File: config.mk
export PLATFORM = sky130hd
export DESIGN_NAME = async_rd_master
export DESIGN_NICKNAME = d
export VERILOG_FILES = /design/src/rtl/async_rd_master.sv
export SDC_FILE = /design/constraint.sdc
export NUM_CORES = 1
export LEC_CHECK = 0
export BUFFER_PORTS_ARGS = -buffer_cell sky130_fd_sc_hd__buf_2
export CAP_MARGIN = 40
export CORE_MARGIN = 2
export CORE_UTILIZATION = 46
export CTS_BUF_LIST = sky130_fd_sc_hd__clkbuf_4 sky130_fd_sc_hd__clkbuf_8
export DETAILED_ROUTE_END_ITERATION = 8
export PLACE_DENSITY = 0.75
export SETUP_SLACK_MARGIN = 0.4
export SLEW_MARGIN = 5
export SYNTH_ARGS = -nofsm -noshare
export SYNTH_HDL_FRONTEND = slang
export SYNTH_SLANG_ARGS = --single-unit
File: constraint.sdc
create_clock -name clk -period 1.7 [get_ports clk]
set_input_delay 0.255 -clock clk [delete_from_list [all_inputs] [get_ports clk]]
set_output_delay 0.255 -clock clk [all_outputs]
set_load 0.05 [all_outputs]
File: src/rtl/async_rd_master.sv
module async_rd_master #(
  parameter int AW        = 16,
  parameter int DW        = 8,
  parameter int SETUP_CYC = 2,
  parameter int TIMEOUT   = 16
) (
  input  logic          clk,
  input  logic          rst_n,
  input  logic          req_i,
  input  logic [AW-1:0] addr_i,
  output logic          busy_o,
  output logic          done_o,
  output logic          err_o,
  output logic [DW-1:0] rdata_o,
  output logic [AW-1:0] bus_addr_o,
  output logic          bus_as_o,
  output logic          bus_ds_o,
  output logic          bus_rw_o,
  input  logic          bus_ack_i,
  input  logic [DW-1:0] bus_data_i
);
  localparam int SW = $clog2(SETUP_CYC + 1);
  localparam int TW = $clog2(TIMEOUT + 1);

  typedef enum logic [2:0] {S_IDLE, S_SETUP, S_AS, S_WAIT, S_REL} st_t;

  st_t           st;
  logic [SW-1:0] scnt;
  logic [TW-1:0] tcnt;
  logic [AW-1:0] addr_q;
  logic          ack_m, ack_s;

  always_ff @(posedge clk or negedge rst_n) begin
    if (!rst_n) begin
      ack_m <= 1'b0;
      ack_s <= 1'b0;
    end else begin
      ack_m <= bus_ack_i;
      ack_s <= ack_m;
    end
  end

  always_ff @(posedge clk or negedge rst_n) begin
    if (!rst_n) begin
      st      <= S_IDLE;
      scnt    <= '0;
      tcnt    <= '0;
      addr_q  <= '0;
      rdata_o <= '0;
      done_o  <= 1'b0;
      err_o   <= 1'b0;
    end else begin
      done_o <= 1'b0;
      err_o  <= 1'b0;
      case (st)
        S_IDLE: if (req_i) begin
          addr_q <= addr_i;
          scnt   <= '0;
          st     <= S_SETUP;
        end
        S_SETUP: begin
          if (scnt == SW'(SETUP_CYC - 1)) st <= S_AS;
          else scnt <= scnt + 1'b1;
        end
        S_AS: begin
          tcnt <= '0;
          st   <= S_WAIT;
        end
        S_WAIT: begin
          if (ack_s) begin
            rdata_o <= bus_data_i;
            st      <= S_REL;
          end else if (tcnt == TW'(TIMEOUT - 1)) begin
            done_o <= 1'b1;
            err_o  <= 1'b1;
            st     <= S_IDLE;
          end else begin
            tcnt <= tcnt + 1'b1;
          end
        end
        S_REL: if (!ack_s) begin
          done_o <= 1'b1;
          st     <= S_IDLE;
        end
        default: st <= S_IDLE;
      endcase
    end
  end

  assign busy_o     = (st != S_IDLE);
  assign bus_as_o   = (st == S_AS) || (st == S_WAIT);
  assign bus_ds_o   = (st == S_WAIT);
  assign bus_rw_o   = 1'b1;
  assign bus_addr_o = addr_q;


  addr_hold_chk: assert property (@(posedge clk) disable iff (!rst_n)
    (busy_o && $past(busy_o)) |-> $stable(bus_addr_o));


  as_lead_chk: assert property (@(posedge clk) disable iff (!rst_n)
    $rose(bus_as_o) |-> (!bus_ds_o && $past(busy_o)));


  ds_needs_as_chk: assert property (@(posedge clk) disable iff (!rst_n)
    bus_ds_o |-> bus_as_o);


  done_pulse_chk: assert property (@(posedge clk) disable iff (!rst_n)
    done_o |=> !done_o);


  err_with_done_chk: assert property (@(posedge clk) disable iff (!rst_n)
    err_o |-> (done_o && !bus_ds_o));


  idle_quiet_chk: assert property (@(posedge clk) disable iff (!rst_n)
    !busy_o |-> (!bus_as_o && !bus_ds_o));
endmodule

Word-level counts from Yosys, hierarchy flattened
Index checks and enable logic that the tools add are counted.

word-level totals
  output and inout port bits = 30
  register bits after elaboration = 38
  input port bits = 28

operators by class
  eq/ne operators = 13
  reduce and logical (&&, ||, !) cells = 10
  add/subtract/negate cells = 2
  muxes and demuxes = 17

operators by type and width
  operator             count
  $mux 3               5
  $pmux 3 s5           1
  $ne 2x2->1 const B   6
  $mux 5               2
  $pmux 5 s2           1
  $eq 3x2->1 const B   2
  $reduce_and 3->1     2
  $add 5x1->5 const B  1
  $eq 5x4->1 const B   1
  $mux 1               4
  $mux 2               2
  $pmux 2 s2           1
  $reduce_and 2->1     2
  $reduce_and 4->1     1
  $reduce_bool 2->1    2
  $eq 3x1->1 const B   1
  $eq 3x3->1 const B   1
  $logic_not 3->1      1
  $ne 3x1->1 const B   1
  $reduce_bool 3->1    1
  $add 2x1->2 const B  1
  $eq 2x1->1 const B   1
  $pmux 1 s2           1
  $logic_or 1x1->1     1

Longest topological paths before layout
  depth after elaboration = 4
  depth in mapped cells = 6

Worst setup path after synthesis
OpenSTA, ideal clock, no wires.

  kind = register -> register
  from = register tcnt[0]
  to = register tcnt[0]
  setup time = 66 ps
  path buffers = 0
  arrival = 1770 ps
  required time = 1634 ps
  setup slack = -136 ps
  cell stages (with the launch flop) = 7
  cells stage by stage = dfrtp_1 -> ha_1 -> and3_1 -> ha_1 -> or4b_1 -> o21ai_0 -> a22o_1

on the way
  longest elaborated chain between the ends = 4

ends and longest elaborated chain
  element                 line  RTL
  start, declared         29    logic [TW-1:0] tcnt;
  start signal, assigned  78    tcnt <= tcnt + 1'b1;
  $add 5x1->5             78
  $mux 5                  73    end else if (tcnt == TW'(TIMEOUT - 1)) begin
  $mux 5                  70    if (ack_s) begin
  $pmux 5 s2              55    case (st)

Several ways; a longest one is shown, not always the timed one. The select of a mux whose other input is x is not followed.
A chain may end at the register's enable or synchronous reset.

Worst setup path in the final report
  from = register tcnt[1]
  to = register tcnt[2]

The elaborated chain is that of the path after synthesis.

==> impl_results.md <==
- Status: finished with violations
- Failing checks: negative setup slack
- Nets@finish: 242
- YS warnings: 0
- Hold Path Origin: bus_ack_i
- Lkg Pwr: 1.268 nW
- Number of top-level pins: 58
- Met2 usage: 38.54%
- Final Routed Wirelength: 4.284 mm
- R2R setup slack: -90 ps
- Hold depth: 1
- GPL Wtd Cong: 0.8299
- Clk_lat worst skew: 340 ps
- Router iterations before antenna repair: 4
- Final core area utilization: 73.59%
- Fin. max-slew vios: 0
- WHS: 21.60 ps
- Clock-pin slew on the worst setup and hold paths: 100 ps
- ANT cells: 0
- Hold Path Class: primary input to flip-flop
- Data arrival, critical path: 2070 ps
- # DRC: 0
- Register area share after synthesis: 56.42%
- Critical path startpoint: tcnt[1]$_DFFE_PN0P_
- MaxCap Viol Count: 0
- Row count: 21
- Final clock skew: 6.488 ps
- Worst vdd ir: 1.097 mV
- Met3 usage: 5.035%
- Crit-path max FO: 4
- Reg2Reg Depth: 6
- Drt first-iter violations: 56
- CTS tree: done
- Die X: 64.53 um
- Port buffer count: 56
- Post-DR wirelength/cell: 16.67 um
- Post-Synthesis Net Count: 156
- Grt ovf: 0
- Crit Path Class: flip-flop to flip-flop
- GR peak layer: met2
- Syn avg cell area: 13.48 sq um
- Reg2reg start: tcnt[1]$_DFFE_PN0P_
- Setup-failing EPs final: 5
- Share of cells above drive strength 1: 62.09%
- Predominant post-synthesis flop cell: dfrtp_1
- Fin crit period: 1788 ps
- Via density: 5.105
- Async set or reset register ratio after synthesis: 100.0%
- RSZ-0062 raised after global routing: yes
- Setup TNS: -227.6 ps
- Pwr/cell area: 2322 nW/um^2
- Max Freq: 0.5594 GHz
- Psw: 2.677 mW
- Clock network power share: 10.6%
- Synth Instances: 125
- Met1 global-route usage: 24.49%
- WP data required: 1980 ps
- Total GRT Usage: 21.08%
- Startpoint types: flip-flop
- Post-Syn Area: 1685 sq um
- Clock Sinks: 38
- R2r endpoint: tcnt[2]$_DFFE_PN0P_
- Max Buffers Root-to-Sink: 2
- CTS Buf Count: 5
- Design Power: 5.837 mW
- Register bit total from synthesis: 38
- Area delta synth->final: 49.15%
- Pin count of the biggest net entering global routing: 39
- Core Area: 3416 sq um
- Number of H-tree levels: 2
- Sequential cell fraction of total power: 27.0%
- DP Wirelength: 2.572 mm
- Gate power share: 62.4%
- Initial core utilization: 49.34%
- Initial antenna violation count: 0
- First-pass GRT wire length: 6.561 mm
- Via count: 1312
- Sw frac: 45.86%
- Vias in the first global route: 1316
- Final worst slack: -87.54 ps
- Count of flip-flops with a built-in enable after synthesis: 0
- Final Hold Fails: 0
- DIE HEIGHT: 64.53 um
- Critical path endpoint category: flip-flop
- Post-synthesis cell type count: 37
- Crit share post-route: 105.1%
- Pint: 3.160 mW
- Antenna viol nets, final: 0
- Root Driver: clkbuf_4
- Die area: 4164 sq um
- Hold Path Sink: ack_m$_DFF_PN0_
## kinds of logic (layout without fill, tap and decap cells)
kind of cell | count (synthesis) | in the layout | synth area share [%]
multiplexers | 24 | 24 | 18.26
flip-flops | 38 | 38 | 56.42
buffers and inverters | 10 | 96 | 3.934
adder cells (fa/ha/maj) | 3 | 3 | 2.227
other | 1 | 1 | 0.2225
AO/OA/AOI/OAI | 18 | 18 | 7.722
AND/OR/NAND/NOR | 31 | 31 | 11.21
## through the flow
step	setup slack, ps	instance area [sq um]	instances
after floorplan	-8.565	1754	125
after global placement	0.6328	2117	230
after detailed placement	-69.08	2117	230
after CTS	-49.01	2407	249
after global routing	-132.3	2514	257
final	-87.54	2514	257
## Yosys cell counts (2+ instances only)
library cell / instances / share of area (%)
dfrtp_1: 38 / 56
mux2_2: 14 / 9.4
mux2_4: 10 / 8.9
nand2_1: 9 / 2.0
nor2_1: 7 / 1.6
a22o_1: 5 / 2.6
inv_1: 5 / 1.1
a21oi_1: 4 / 1.2
ha_1: 3 / 2.2
nor3_1: 2 / 0.59
o21ai_0: 2 / 0.59
## worst max-delay path: stages, from the launching register on
cell     delay, ps
dfrtp_1        400
ha_2           200
and3_4         180
ha_4           170
or4b_4         500
nor2_1         170
a211o_1        120
## how the worst max path moves through the flow
| stage | end | slack (ps) | depth (start not counted) |
|---|---|---|---|
| 3_3_place_gp | tcnt[0]$_DFFE_PN0P_ | 0.6 | 6 |
| 3_5_place_dp | tcnt[3]$_DFFE_PN0P_ | -70 | 6 |
| 6_report | tcnt[2]$_DFFE_PN0P_ | -90 | 6 |
| 2_1_floorplan | tcnt[0]$_DFFE_PN0P_ | -9 | 6 |
| 4_1_cts | tcnt[0]$_DFFE_PN0P_ | -50 | 6 |
| 5_1_grt | tcnt[2]$_DFFE_PN0P_ | -130 | 6 |
## what timing repair did
action	4_1_cts	5_1_grt
endpoints found under the hold margin	38	0
cloned	1	0
pin swaps	2	7
hold buffers	1	0
resized for setup	21	9
buffers inserted	10	8
endpoints found under the setup margin	35	37
## state kept, by name (all words and copies together), names as in the netlist
register and flops:
bus_addr_o 16, rdata_o 8, tcnt 5, st 3
scnt 2, ack_m 1, ack_s 1, done_o 1
err_o 1
## power groups by stage
stage / sequential, mW / combinational [mW] / clock [mW]
5_1_grt: 1.62 / 3.85 / 0.671
3_3_place_gp: 1.53 / 2.98 / 0
3_5_place_dp: 1.57 / 3.05 / 0
4_1_cts: 1.55 / 3.45 / 0.626
2_1_floorplan: 2.60 / 1.35 / 0
6_report: 1.58 / 3.64 / 0.619
## cell usage in the layout (no fill, tap or decap), types with 3 or more instances in the layout
master,Yosys,layout
buf_2,1,51
dfrtp_1,38,38
mux2_4,10,24
buf_4,1,18
nand2_1,9,9
clkbuf_4,0,7
nor2_1,7,6
buf_6,1,6
a22o_1,5,5
inv_1,5,4
a21oi_1,4,4
buf_12,1,3
## final cells by class
type / count / area [sq um]
Tap cell: 46 / 57.56
Clock inverter: 1 / 30.03
Multi-Input combinational cell: 77 / 800.8
Timing Repair Buffer: 84 / 600.6
Clock buffer: 6 / 51.30
Sequential cell: 38 / 950.9
Fill cell: 243 / 902.1
Inverter: 5 / 22.52
## routing by layer
metal	part of all wire, %	vias to the layer above
li1	-	617
met1	41	636
met2	53	50
met3	4.9	9
met4	1.8	0
met5	0	-
No activity file was read; power rests on OpenSTA's default activity.
